## config.mk

```make
export PLATFORM = sky130hd
export DESIGN_NAME = lxg_gen
export DESIGN_NICKNAME = d
export VERILOG_FILES = /design/src/rtl/lxg_pkg.sv /design/src/rtl/lxg_seed_phase.sv /design/src/rtl/lxg_history.sv /design/src/rtl/lxg_xor_tap.sv /design/src/rtl/lxg_gen.sv
export SDC_FILE = /design/constraint.sdc
export NUM_CORES = 1
export LEC_CHECK = 0
export BUFFER_PORTS_ARGS = -buffer_cell sky130_fd_sc_hd__buf_2
export CAP_MARGIN = 40
export CORE_UTILIZATION = 39
export DETAILED_ROUTE_END_ITERATION = 7
export PLACE_DENSITY_LB_ADDON = 0.1
export SLEW_MARGIN = 15
export SYNTH_ARGS = -nofsm -noshare
export SYNTH_HDL_FRONTEND = slang
export SYNTH_SLANG_ARGS = --single-unit
```

## constraint.sdc

```tcl
create_clock -name clk -period 2.8 [get_ports clk]
set_clock_uncertainty 0.1 [all_clocks]
set_input_delay 0.14 -clock clk [delete_from_list [all_inputs] [get_ports clk]]
set_output_delay 0.14 -clock clk [all_outputs]
set_load 0.1 [all_outputs]
```

## src/rtl/lxg_pkg.sv

```systemverilog
// Shared widths, seed constants and tap positions for the lagged-XOR generator.
// Assumes a four-element seed and a four-entry history window.
package lxg_pkg;
    parameter int ELEM_W   = 8;
    parameter int SEED_LEN = 4;
    parameter int HIST_LEN = 4;
    parameter int TAP_NUM  = 3;
    // Window positions feeding the XOR; position 0 is the oldest entry.
    parameter int TAP_POS [TAP_NUM] = '{0, 1, 3};

    typedef logic [ELEM_W-1:0] elem_t;

    // Seed byte selected by its position in the opening sequence.
    function automatic elem_t seed_byte(input int unsigned pos);
        case (pos)
            0:       seed_byte = 8'h3F;
            1:       seed_byte = 8'hE2;
            2:       seed_byte = 8'h65;
            default: seed_byte = 8'hCA;
        endcase
    endfunction
endpackage

```

## src/rtl/lxg_seed_phase.sv

```systemverilog
// Seed phase tracker: counts accepted elements during the opening seed and
// drops the seeding flag once the last seed byte has been accepted.
// Assumes advance is only asserted for an accepted output.
module lxg_seed_phase #(
    parameter int SEED_LEN = 4,
    localparam int IDX_W   = (SEED_LEN > 1) ? $clog2(SEED_LEN) : 1
) (
    input  logic             clk,
    input  logic             rst_n,
    input  logic             restart,
    input  logic             advance,
    output logic             seeding,
    output logic [IDX_W-1:0] seed_idx
);
    localparam logic [IDX_W-1:0] LAST_IDX = IDX_W'(SEED_LEN - 1);

    // Step through seed positions, then stay in the computed phase.
    always_ff @(posedge clk) begin
        if (!rst_n || restart) begin
            seeding  <= 1'b1;
            seed_idx <= '0;
        end else if (advance && seeding) begin
            if (seed_idx == LAST_IDX) begin
                seeding  <= 1'b0;
                seed_idx <= '0;
            end else begin
                seed_idx <= seed_idx + 1'b1;
            end
        end
    end
endmodule

```

## src/rtl/lxg_history.sv

```systemverilog
// History window: a shift register of the most recent stream elements.
// Entry 0 is the oldest; new elements enter at the top entry.
// Assumes shift_en is high only when an element is accepted.
module lxg_history #(
    parameter int W     = 8,
    parameter int DEPTH = 4
) (
    input  logic                      clk,
    input  logic                      rst_n,
    input  logic                      clear,
    input  logic                      shift_en,
    input  logic [W-1:0]              din,
    output logic [DEPTH-1:0][W-1:0]   window
);
    genvar g;
    generate
        for (g = 0; g < DEPTH; g++) begin : g_entry
            // One window entry: clears, or takes its newer neighbour on a shift.
            always_ff @(posedge clk) begin
                if (!rst_n || clear) begin
                    window[g] <= '0;
                end else if (shift_en) begin
                    if (g == DEPTH - 1) window[g] <= din;
                    else                window[g] <= window[(g + 1) % DEPTH];
                end
            end
        end
    endgenerate
endmodule

```

## src/rtl/lxg_xor_tap.sv

```systemverilog
// Tap combiner: XOR of the window entries named in TAPS.
// Assumes every tap position is below DEPTH.
module lxg_xor_tap #(
    parameter int W     = 8,
    parameter int DEPTH = 4,
    parameter int NTAPS = 3,
    parameter int TAPS [NTAPS] = '{0, 1, 3}
) (
    input  logic [DEPTH-1:0][W-1:0] window,
    output logic [W-1:0]            mix
);
    // Fold the selected entries together.
    always_comb begin
        mix = '0;
        for (int t = 0; t < NTAPS; t++) mix = mix ^ window[TAPS[t]];
    end
endmodule

```

## src/rtl/lxg_gen.sv

```systemverilog
// Lagged-XOR byte generator top. It emits the seed bytes, then XOR products
// of the history window, and advances one element per valid/ready handshake.
// restart and rst_n are both synchronous; restart wins over a handshake.
module lxg_gen
    import lxg_pkg::*;
(
    input  logic              clk,
    input  logic              rst_n,
    input  logic              restart,
    input  logic              out_ready,
    output logic              out_valid,
    output logic [ELEM_W-1:0] out_data
);
    localparam int IDX_W = (SEED_LEN > 1) ? $clog2(SEED_LEN) : 1;

    logic                             valid_q;
    logic                             accept;
    logic                             seeding;
    logic [IDX_W-1:0]                 seed_idx;
    logic [HIST_LEN-1:0][ELEM_W-1:0]  window;
    logic [ELEM_W-1:0]                mix;
    logic [ELEM_W-1:0]                cur_elem;

    // Output valid: low in reset, high from the first edge after it.
    always_ff @(posedge clk) begin
        if (!rst_n) valid_q <= 1'b0;
        else        valid_q <= 1'b1;
    end

    // Handshake qualifier; a restart on the same edge overrides it.
    assign accept = valid_q && out_ready && !restart;

    lxg_seed_phase #(.SEED_LEN(SEED_LEN)) phase_i (
        .clk      (clk),
        .rst_n    (rst_n),
        .restart  (restart),
        .advance  (accept),
        .seeding  (seeding),
        .seed_idx (seed_idx)
    );

    lxg_history #(.W(ELEM_W), .DEPTH(HIST_LEN)) hist_i (
        .clk      (clk),
        .rst_n    (rst_n),
        .clear    (restart),
        .shift_en (accept),
        .din      (cur_elem),
        .window   (window)
    );

    lxg_xor_tap #(.W(ELEM_W), .DEPTH(HIST_LEN), .NTAPS(TAP_NUM), .TAPS(TAP_POS)) tap_i (
        .window (window),
        .mix    (mix)
    );

    // Element on offer: a seed byte during the seed phase, else the XOR product.
    always_comb begin
        if (seeding) cur_elem = seed_byte(32'(seed_idx));
        else         cur_elem = mix;
    end

    assign out_valid = valid_q;
    assign out_data  = cur_elem;
endmodule

```

Word level (Yosys, flattened, before mapping)
Index checks and enable logic that the tools add are counted.
{ "word_totals": {"mem_bits_rw": 0, "register_bits": 36, "mem_count": 0, "rom_bits": 0, "inputBits": 4, "latch_bits": 0} }
{ "classes": {"magnitude_cmp": 0, "n_bitwise": 2, "shifts": 0, "n_mux": 4, "addsub": 1, "eq_ne": 3, "n_reduce_logical": 8, "div": 0, "n_mul": 0} }
{ "op_table": {"columns": ["operator", "n"], "rows": [
  ["8-bit one-hot mux with 3 select lines", 1],
  ["8-bit XOR", 2],
  ["8-bit two-way mux", 1],
  ["2-bit equality test, second input constant", 2],
  ["1-bit logical AND", 3],
  ["2-bit by 1-bit adder with 2-bit output, second input constant", 1],
  ["2-bit by 1-bit equality test with 1-bit output, second input constant", 1],
  ["1-bit zero test", 2],
  ["2-bit zero test", 1],
  ["2-bit two-way mux", 1],
  ["2-bit AND reduction", 1],
  ["1-bit logical OR", 1],
  ["1-bit two-way mux", 1]
]} }

Longest topological paths before layout
Gate-level depths: netlist of run 1.
{ "depth": {"depth_word": 4, "ltp_mapped": 5, "mapped_depth_nobuf": 5} }

Cells and area by module
Synthesis of run 1 repeated with hierarchy kept, for this count alone.
{ "unflattened": {"cells_unflattened": 155, "area_unflattened_um2": 1724.2} }
{ "by_module_without_submodules": {"columns": ["module", "instances", "area_per_inst_um2", "cells_each"], "rows": [
  ["lxg_history", 1, 1173.6, 104],
  ["lxg_gen", 1, 224.0, 30],
  ["lxg_xor_tap", 1, 190.2, 8],
  ["lxg_seed_phase", 1, 136.4, 13]
]} }

Worst setup path after synthesis of run 1
Ideal clock, no wire load.
{ "synth_timing": {"kind": "reg2reg", "startpoint": "register hist_i.window[31] (netlist name)", "endpoint": "register hist_i.window[31] (netlist name)", "t_required_ns": 2.633, "setup_ns": 0.067, "period_less_slack_ns": 3.401, "arrival_time_ns": 3.234, "path_slack_ns": -0.601, "stages_incl_launch_ff": 4, "cell_sequence": "dfxtp_1 -> xnor3_1 -> o21ai_0 -> o21ba_2"} }
{ "synth_between": {"elab_chain_cells": 2} }
{ "synth_rtl": {"columns": ["element", "line", "text"], "rows": [
  ["start, declared", "lxg_history.sv:13", "output logic [DEPTH-1:0][W-1:0] window"],
  ["start signal, assigned by index", "lxg_history.sv:23", "if (g == DEPTH - 1) window[g] <= din;"],
  ["start signal, assigned by index", "lxg_history.sv:24", "else window[g] <= window[(g + 1) % DEPTH];"],
  ["8-bit XOR", "lxg_xor_tap.sv:15", "for (int t = 0; t < NTAPS; t++) mix = mix ^ window[TAPS[t]];"],
  ["8-bit two-way mux", "lxg_gen.sv:58", "if (seeding) cur_elem = seed_byte(32'(seed_idx));"],
  ["net out_data[7]", "lxg_gen.sv:12", "output logic [ELEM_W-1:0] out_data"]
]} }
The timed path passes the listed nets, and every way through them passes these cells.
A chain may end at the register's enable or synchronous reset.

Worst setup path after layout of run 1
{ "layout_timing": {"startpoint": "register phase_i.seeding", "endpoint": "output out_data[0]"} }
{ "layout_between": {"elab_chain_cells": 1} }
{ "layout_rtl": {"columns": ["element", "line", "text"], "rows": [
  ["start, declared", "lxg_seed_phase.sv:12", "output logic seeding,"],
  ["start signal, assigned", "lxg_seed_phase.sv:20", "seeding <= 1'b1;"],
  ["start signal, assigned", "lxg_seed_phase.sv:24", "seeding <= 1'b0;"],
  ["8-bit two-way mux", "lxg_gen.sv:58", null],
  ["end, declared", "lxg_gen.sv:12", null]
]} }
Every way passes these cells.

==> flow_metrics.py, run 1 <==
metrics = {
    "place": {
        "portBuffers": 12,
        "dp_hpwl_um": 2300,
        "dp.cells": 246,
        "place.gp.congestion": 0.801,
        "post-place-ws_ns": 1.02,
    },
    "route": {
        "vias_per_cell": 5.15,
        "num_vias": 1314,
        "drt_iter0_markers": 32,
        "ant_nets": 0,
        "wl_per_cell_um": 13.2,
        "dr.pass1.iters": 4,
        "drc": 0,
        "routed_wl_um": 3360,
    },
    "clock_network": {
        "root_buffer": "clkbuf_8",
        "clock-sinks": 36,
        "cts_resized": 0,
        "holdBufCountCts": 1,
        "cts-root-to-sink-buffers": 2,
        "htreeDepth": 2,
        "postCtsSetupBuffers": 0,
        "clk_latency_ns": 0.30,
        "tritoncts": "yes",
        "path_clk_slew_ns": 0.07,
        "cts_buffers": 5,
    },
    "worst_setup_path": {
        "setup.worst_path.start": "phase_i.seeding",
        "reg2regPathDepth": 4,
        "start_kind": "register",
        "regToRegSetupSlack_ns": 1.24,
        "cpPeakStageDelay_ns": 0.55,
        "path_max_fanout": 13,
        "arrival_ns": 1.86,
        "cp.required_ns": 2.56,
        "cp_cell_sequence": "nor2b_1 -> o21ai_0 -> o21ai_1 -> buf_2",
        "crit_slowest_cell": "dfxtp_1",
        "regToRegStartpoint": "out_valid",
        "path_class": "reg -> out",
        "end_kind": "primary output",
        "reg2reg_to": "hist_i.window[2]",
    },
    "synthesis": {
        "synth_edf_count": 0,
        "ys_top_cells_by_count": "nand2_1, dfxtp_1, a21oi_1, o21ai_0, clkbuf_1",
        "async_flop_share": 0,
        "ys_warn_count": 0,
        "syn_area_per_cell_um2": 8.60,
        "yosysUniqueCellTypes": 32,
        "ys_top_cells_by_area": "dfxtp_1, nand2_1, a21oi_1",
        "ys.flop_type": "dfxtp_1",
        "netlist_instances": 193,
        "synthDominantCellAreaShare": 0.434,
        "ys_seq_area_frac": 0.434,
        "post-synth-top-area-cell": "dfxtp_1",
        "synth_nets": 203,
        "yosysMostFrequentCell": "nand2_1",
        "synth.ff_latch_count": 36,
        "syn_area_mm2": 0.00166,
    },
    "timing": {
        "rsz0062_at_grt": "no",
        "fmax_ghz": 0.477,
        "fin_tns_setup_ns": 0,
        "maxSlewViolCount": 0,
        "finalCriticalPeriod_ns": 2.10,
        "fin_crit_sh": 0.749,
        "finalHoldViolations": 0,
        "tightest_slew_ns": 0.801,
        "setup_violations": 0,
        "worst_slew_margin_rel": 0.466,
        "worst_slack_ns": 0.701,
    },
    "min_path": {
        "hold_end": "phase_i.seed_idx[0]",
        "hp-class": "in -> reg",
        "hp-start": "restart",
        "whs_path_depth": 4,
    },
    "cells_and_area": {
        "nNetsFinal": 214,
        "final_layout_size_suffix_gt1_frac": 0.122,
        "area_delta_synth_final_pct": 13.0,
        "layout.cells.non_filler": 255,
        "post-route-util": 0.465,
        "diodes": 0,
    },
    "global_route": {
        "grt_pass1_vias": 1362,
        "gr-total-overflow": 0,
        "grt_pass1_wl_um": 5890,
        "antenna_found_initial": 0,
        "grt_max_degree": 27,
        "groute.usage.overall": 0.180,
    },
    "die": {
        "die_w_um": 67.2,
        "rows": 23,
        "die_y_um": 67.2,
        "start_util": 0.412,
        "dieArea_mm2": 0.00452,
        "ios": 13,
        "coreArea_mm2": 0.00403,
    },
    "power": {
        "power.density_mw_per_mm2": 561,
        "p_switching_uw": 248,
        "pwr-share-seq": 0.497,
        "total_leakage_power_uw": 0.000653,
        "ir_drop_uv": 396,
        "intPower_uw": 803,
        "p_clk_frac": 0.432,
        "p_comb_frac": 0.071,
        "p_sw_frac": 0.236,
    },
    "status": {
        "status": "completed",
    },
    "flow_run": {
        "drv_cap": 0,
    },
}
==> flip-flops by register name (all words and copies together) (netlist names) <==
register	cells
out_valid	1
hist_i.window	32
phase_i.seeding	1
phase_i.seed_idx	2
==> layout by cell type, fill, tap and decap left out, drive strengths merged, types with 3 or more instances in the layout <==
| master | instances |
|---|---|
| a211oi | 4 |
| a21oi | 26 |
| a31oi | 4 |
| buf | 15 |
| clkbuf | 5 |
| dfxtp | 36 |
| ha | 6 |
| inv | 3 |
| nand2 | 56 |
| nor2 | 4 |
| o21a | 3 |
| o21ai | 9 |
| xor3 | 4 |
==> worst max-delay path by stage <==
| stage | endpoint | slack [ns] |
|---|---|---|
| after floorplan | hist_i.window[28] | 0.24 |
| after global placement | out_data[0] | 1.05 |
| after detailed placement | out_data[0] | 1.02 |
| after CTS | out_data[0] | 0.68 |
| after global routing | out_data[0] | 0.54 |
| final | out_data[0] | 0.70 |
==> layout make-up <==
cell class / count / area, µm²
clock buffers: 5 / 68.8
clock inverters: 3 / 42.5
fillers: 411 / 2150
inverters: 3 / 11.3
multi-input cells: 142 / 876
flip-flops and latches: 36 / 721
well taps: 50 / 62.6
repair buffers: 16 / 92.6
==> worst max-delay path, delay by kind of cell (launching register included) <==
family | cells | cell delay, ns
DFF | 1 | 0.55
buffers and inverters | 1 | 0.44
and+or+nand+nor | 1 | 0.30
AOI/OAI and AO/OA | 2 | 0.28
==> kinds of logic (layout without fill, tap and decap cells) <==
group,after synthesis,after routing,share of synthesized area
DFF,36,36,0.434
xor gates and xnor gates,10,10,0.106
and+or+nand+nor,71,71,0.181
adders and majority gates,6,6,0.0452
AOI/OAI and AO/OA,55,55,0.196
buffers and inverters,15,27,0.0377
==> metal layers <==
metal | GRT usage | wire length (µm) | share of wire | vias to the layer above
met3 | 0.0574 | 114 | 0.034 | 8
li1 | - | - | - | 670
met4 | 0.0851 | 76 | 0.023 | 0
met1 | 0.218 | 1660 | 0.49 | 620
met5 | 0 | 0 | 0 | -
met2 | 0.288 | 1510 | 0.45 | 16
==> power groups by stage <==
stage,sequential [µW],clock [µW],combinational (µW)
after floorplan,539,0,52.8
after global placement,534,0,72.5
after detailed placement,535,0,73.2
after CTS,523,464,74.6
after global routing,524,488,80.6
final,523,454,74.4
==> metrics by stage <==
stage	instance area (µm²)	hold slack [ns]	total power [µW]
floorplan	1660	0.0677	591
global placement	1750	0.157	607
detailed placement	1750	0.158	608
CTS	1870	0.194	1060
global route	1870	0.215	1090
finish	1870	0.200	1050
Power figures use the tool's default switching activity.
==> inputs of run 2 (changes only) <==
==> constraint.sdc (replaced) <==
create_clock -name clk -period 2 [get_ports clk]
set_clock_uncertainty 0.1 [all_clocks]
set_input_delay 0.1 -clock clk [delete_from_list [all_inputs] [get_ports clk]]
set_output_delay 0.1 -clock clk [all_outputs]
set_load 0.1 [all_outputs]
==> flow_metrics.py, run 2 (synthesis gave the netlist of run 1 again) <==
metrics = {
    "status": {
        "status": "completed",
    },
    "timing": {
        "maxSlewViolCount": 0,
        "setup_violations": 0,
        "tightest_slew_ns": 0.585,
        "finalCriticalPeriod_ns": 1.87,
        "fin_tns_setup_ns": 0,
        "rsz0062_at_grt": "no",
        "worst_slew_margin_rel": 0.610,
        "fin_crit_sh": 0.934,
        "fmax_ghz": 0.535,
        "finalHoldViolations": 0,
    },
    "cells_and_area": {
        "nNetsFinal": 216,
        "regArea_um2": 722,
        "reg.largest.list": "hist_i.window (32), phase_i.seed_idx (2)",
        "top_register": "hist_i.window",
        "largest_reg_flops": 32,
        "final_layout_size_suffix_gt1_frac": 0.169,
        "fillCellCount": 396,
        "multi_input_area_um2": 902,
        "diodes": 0,
        "final_common_cell": "nand2_1",
        "mostFrequentLayoutCells": "nand2_1, dfxtp_1, a21oi_1",
        "finalInstanceArea_mm2": 0.00200,
        "area_delta_synth_final_pct": 20.4,
    },
    "die": {
        "rows": 23,
        "ios": 13,
        "die_w_um": 67.2,
        "die_y_um": 67.2,
        "start_util": 0.412,
        "coreArea_mm2": 0.00403,
        "dieArea_mm2": 0.00452,
    },
    "power": {
        "p_sw_frac": 0.240,
        "p_switching_uw": 361,
        "p_comb_frac": 0.076,
        "ir_drop_uv": 361,
        "intPower_uw": 1140,
        "p_clk_frac": 0.436,
        "total_leakage_power_uw": 0.000708,
        "pwr-share-seq": 0.488,
        "power.density_mw_per_mm2": 751,
    },
    "worst_setup_path": {
        "path_class": "reg -> out",
        "arrival_ns": 1.67,
        "reg2reg_to": "hist_i.window[27]",
        "crit_slowest_cell": "buf_2",
        "regToRegSetupSlack_ns": 0.52,
        "cp.required_ns": 1.80,
        "cp_cell_sequence": "xnor3_1 -> o21ai_2 -> buf_2",
        "start_kind": "register",
        "path_max_fanout": 3,
        "crit_end": "out_data[7]",
        "end_kind": "primary output",
        "reg2regPathDepth": 4,
        "cpPeakStageDelay_ns": 0.45,
        "regToRegStartpoint": "phase_i.seed_idx[0]",
        "setup.worst_path.start": "hist_i.window[31]",
    },
    "place": {
        "place.gp.congestion": 0.751,
        "dp_hpwl_um": 2370,
        "portBuffers": 12,
        "placed_area_mm2": 0.00187,
    },
    "global_route": {
        "gr-total-overflow": 0,
        "antenna_found_initial": 0,
        "use_met2": 0.283,
        "met3_usage": 0.0524,
        "grt_busiest_layer": "met2",
        "use_met1": 0.194,
        "grt_pass1_wl_um": 5550,
        "groute.usage.overall": 0.167,
        "grt_pass1_vias": 1228,
        "grt_max_degree": 25,
    },
    "clock_network": {
        "clock-sinks": 36,
        "htreeDepth": 2,
        "root_buffer": "clkbuf_8",
        "cts-root-to-sink-buffers": 2,
        "cts_buffers": 5,
        "tritoncts": "yes",
        "path_clk_slew_ns": 0.08,
        "clk_latency_ns": 0.29,
    },
    "route": {
        "vias_per_cell": 5.07,
        "drt_iter0_markers": 54,
        "num_vias": 1302,
        "drc": 0,
        "ant_nets": 0,
        "dr.pass1.iters": 4,
        "routed_wl_um": 3310,
        "wl_per_cell_um": 12.9,
    },
    "min_path": {
        "hp-class": "in -> reg",
    },
    "flow_run": {
        "drv_cap": 0,
    },
}
## run 2: cell count changes in the layout (fill, tap and decap cells not counted)
cell,before,now
clkinv_2,1,0
dfxtp_1,36,35
o21ai_2,0,7
o21ai_0,2,1
dfxtp_2,0,1
buf_12,0,5
o21ai_1,7,1
buf_4,3,6
buf_2,12,6
inv_6,0,1
## run 2: worst min path at each step
stage,startpoint,end,cells after the start
CTS,restart,phase_i.seed_idx[0],4
global route,out_ready,hist_i.window[31],3
finish,restart,phase_i.seed_idx[0],4
global placement,rst_n,out_valid,1
detailed placement,rst_n,out_valid,1
floorplan,rst_n,out_valid,0
## run 2: layout make-up
type	instances	share of cell area
clock buffer	5	0.0344
clock inverter	3	0.0232
inverter	3	0.00564
multi-input combinational	142	0.451
sequential	36	0.361
tap	50	0.0313
timing repair buffer	18	0.0927
## run 2: critical path: cells and delay by family, from the launching register on
| kind | cells | cell delay (ns) |
|---|---|---|
| buffers and inverters | 1 | 0.45 |
| xor gates and xnor gates | 1 | 0.41 |
| DFF | 1 | 0.36 |
| AOI/OAI and AO/OA | 1 | 0.16 |
## run 2: what timing repair did
action / CTS / global route
buffers inserted: 0 / 0
gates resized for setup: 2 / 1
endpoints found under the hold margin: 1 / 0
hold buffers: 1 / 0
endpoints found under the setup margin: 3 / 2
## run 2: through the flow
step	total power (µW)	hold slack (ns)	setup slack [ns]	cells	utilization
final	1500	0.157	0.132	257	0.496
after global routing	1570	0.200	0.0626	257	0.496
after CTS	1530	0.152	0.0482	257	0.496
after detailed placement	862	0.121	0.307	248	0.464
after global placement	861	0.117	0.339	248	0.464
after floorplan	830	0.0277	0.0168	193	-
## run 2: power by group through the flow
stage | combinational (µW) | clock [µW] | sequential (µW)
after floorplan | 75.7 | 0 | 754
after global placement | 113 | 0 | 748
after detailed placement | 114 | 0 | 748
after CTS | 116 | 679 | 731
after global routing | 123 | 713 | 733
final | 114 | 654 | 732
## run 2: routing by layer
metal	share of wire	vias up
li1	-	676
met1	0.47	608
met2	0.48	12
met3	0.027	6
met4	0.018	0
met5	0	-
==> inputs of run 3 (changes only) <==
--- a/config.mk
+++ b/config.mk
@@ -9,7 +9,8 @@
 export CAP_MARGIN = 40
 export CORE_UTILIZATION = 39
 export DETAILED_ROUTE_END_ITERATION = 7
-export PLACE_DENSITY_LB_ADDON = 0.1
+export PLACE_DENSITY = 0.63
+export RECOVER_POWER = 50
 export SLEW_MARGIN = 15
 export SYNTH_ARGS = -nofsm -noshare
 export SYNTH_HDL_FRONTEND = slang
==> flow_metrics.py, run 3 (synthesis gave the netlist of run 1 again) <==
metrics = {
    "status": {
        "status": "completed",
    },
    "cells_and_area": {
        "area_delta_synth_final_pct": 18.7,
        "largest_reg_flops": 32,
        "fillCellCount": 404,
        "multi_input_area_um2": 902,
        "nNetsFinal": 216,
        "post-route-util": 0.489,
        "reg.largest.list": "hist_i.window (32), phase_i.seed_idx (2)",
        "final_common_cell": "nand2_1",
        "regArea_um2": 722,
        "diodes": 0,
        "top_register": "hist_i.window",
        "mostFrequentLayoutCells": "nand2_1, dfxtp_1, a21oi_1",
        "final_layout_size_suffix_gt1_frac": 0.155,
    },
    "global_route": {
        "grt_max_degree": 25,
        "antenna_found_initial": 0,
        "gr-total-overflow": 0,
        "grt_pass1_vias": 1118,
        "groute.usage.overall": 0.156,
        "grt_pass1_wl_um": 5180,
    },
    "die": {
        "coreArea_mm2": 0.00403,
        "rows": 23,
        "die_y_um": 67.2,
        "die_w_um": 67.2,
        "start_util": 0.412,
        "dieArea_mm2": 0.00452,
        "ios": 13,
    },
    "clock_network": {
        "cts_buffers": 5,
        "cts-root-to-sink-buffers": 2,
        "path_clk_slew_ns": 0.07,
        "clock-sinks": 36,
        "htreeDepth": 2,
        "postCtsSetupBuffers": 0,
        "clk_latency_ns": 0.28,
        "tritoncts": "yes",
        "root_buffer": "clkbuf_8",
    },
    "route": {
        "routed_wl_um": 3090,
        "drc": 0,
        "wl_per_cell_um": 12.1,
        "num_vias": 1294,
        "ant_nets": 0,
        "dr.pass1.iters": 6,
        "vias_per_cell": 5.05,
        "drt_iter0_markers": 65,
    },
    "flow_run": {
        "drv_cap": 0,
    },
    "power": {
        "ir_drop_uv": 382,
        "p_total_uw": 1390,
        "power.density_mw_per_mm2": 707,
        "total_leakage_power_uw": 0.000694,
    },
    "worst_setup_path": {
        "crit_slowest_cell": "dfxtp_1",
        "start_kind": "register",
        "cpPeakStageDelay_ns": 0.42,
        "arrival_ns": 1.73,
        "path_class": "reg -> out",
        "end_kind": "primary output",
        "cp_cell_sequence": "inv_1 -> ha_1 -> o21ai_0 -> o21ai_2 -> buf_12",
        "path_max_fanout": 6,
        "cp.required_ns": 1.80,
    },
    "timing": {
        "rsz0062_at_grt": "no",
        "worst_slack_ns": 0.0678,
        "finalHoldViolations": 0,
        "setup_violations": 0,
        "fmax_ghz": 0.518,
        "worst_slew_margin_rel": 0.552,
        "tightest_slew_ns": 0.672,
        "finalCriticalPeriod_ns": 1.93,
        "fin_crit_sh": 0.966,
        "fin_tns_setup_ns": 0,
        "maxSlewViolCount": 0,
    },
    "min_path": {
        "hp-class": "in -> reg",
    },
    "place": {
        "post-place-ws_ns": 0.337,
        "place.gp.congestion": 0.820,
        "portBuffers": 12,
        "dp_hpwl_um": 2140,
    },
}
==> run 3: through the flow <==
step / hold slack [ns] / std cells / instance area (µm²)
after floorplan: 0.0277 / 193 / 1690
after global placement: 0.118 / 248 / 1870
after detailed placement: 0.123 / 248 / 1870
after CTS: 0.164 / 256 / 1980
after global routing: 0.189 / 256 / 1970
final: 0.175 / 256 / 1970
==> run 3: layer usage <==
layer,GRT usage,vias to the layer above,share of wire
li1,-,675,-
met5,0,-,0
met2,0.223,16,0.45
met4,0.0904,0,0.023
met1,0.217,596,0.50
met3,0.0304,7,0.027
==> run 3: power by group <==
group | leakage (µW) | internal (µW) | total (µW) | switching (µW)
clock network | 0.0000503 | 307 | 548 | 241
logic | 0.000354 | 38.3 | 113 | 74.3
registers | 0.000291 | 724 | 733 | 8.45
total | 0.000694 | 1070 | 1390 | 324
==> run 3: worst max-delay path, delay by kind of cell (launching register included) <==
family / cells / cell delay, ns
buf+inv: 2 / 0.30
flops: 1 / 0.42
compound gates: 2 / 0.47
fa+ha+maj: 1 / 0.26
==> run 3: path summary, 6_finish.rpt <==
path,start,to,slack (ns),depth (start not counted)
max,phase_i.seed_idx[0],out_data[0],0.07,5
min,out_ready,hist_i.window[28],0.18,3
max reg2reg,out_valid,hist_i.window[26],0.40,3
min reg2reg,hist_i.window[16],hist_i.window[8],0.35,2
==> run 3: timing repair <==
action                                  4_1_cts  5_1_grt
hold buffers                                  1        0
endpoints found under the setup margin        0        6
resized for setup                             0        1
endpoints found under the hold margin         1        0
==> run 3: cell type report <==
type,instances,share of cell area
multi-input combinational,142,0.458
sequential,36,0.367
timing repair buffer,18,0.0889
clock buffer,7,0.0489
tap,50,0.0318
inverter,3,0.00572
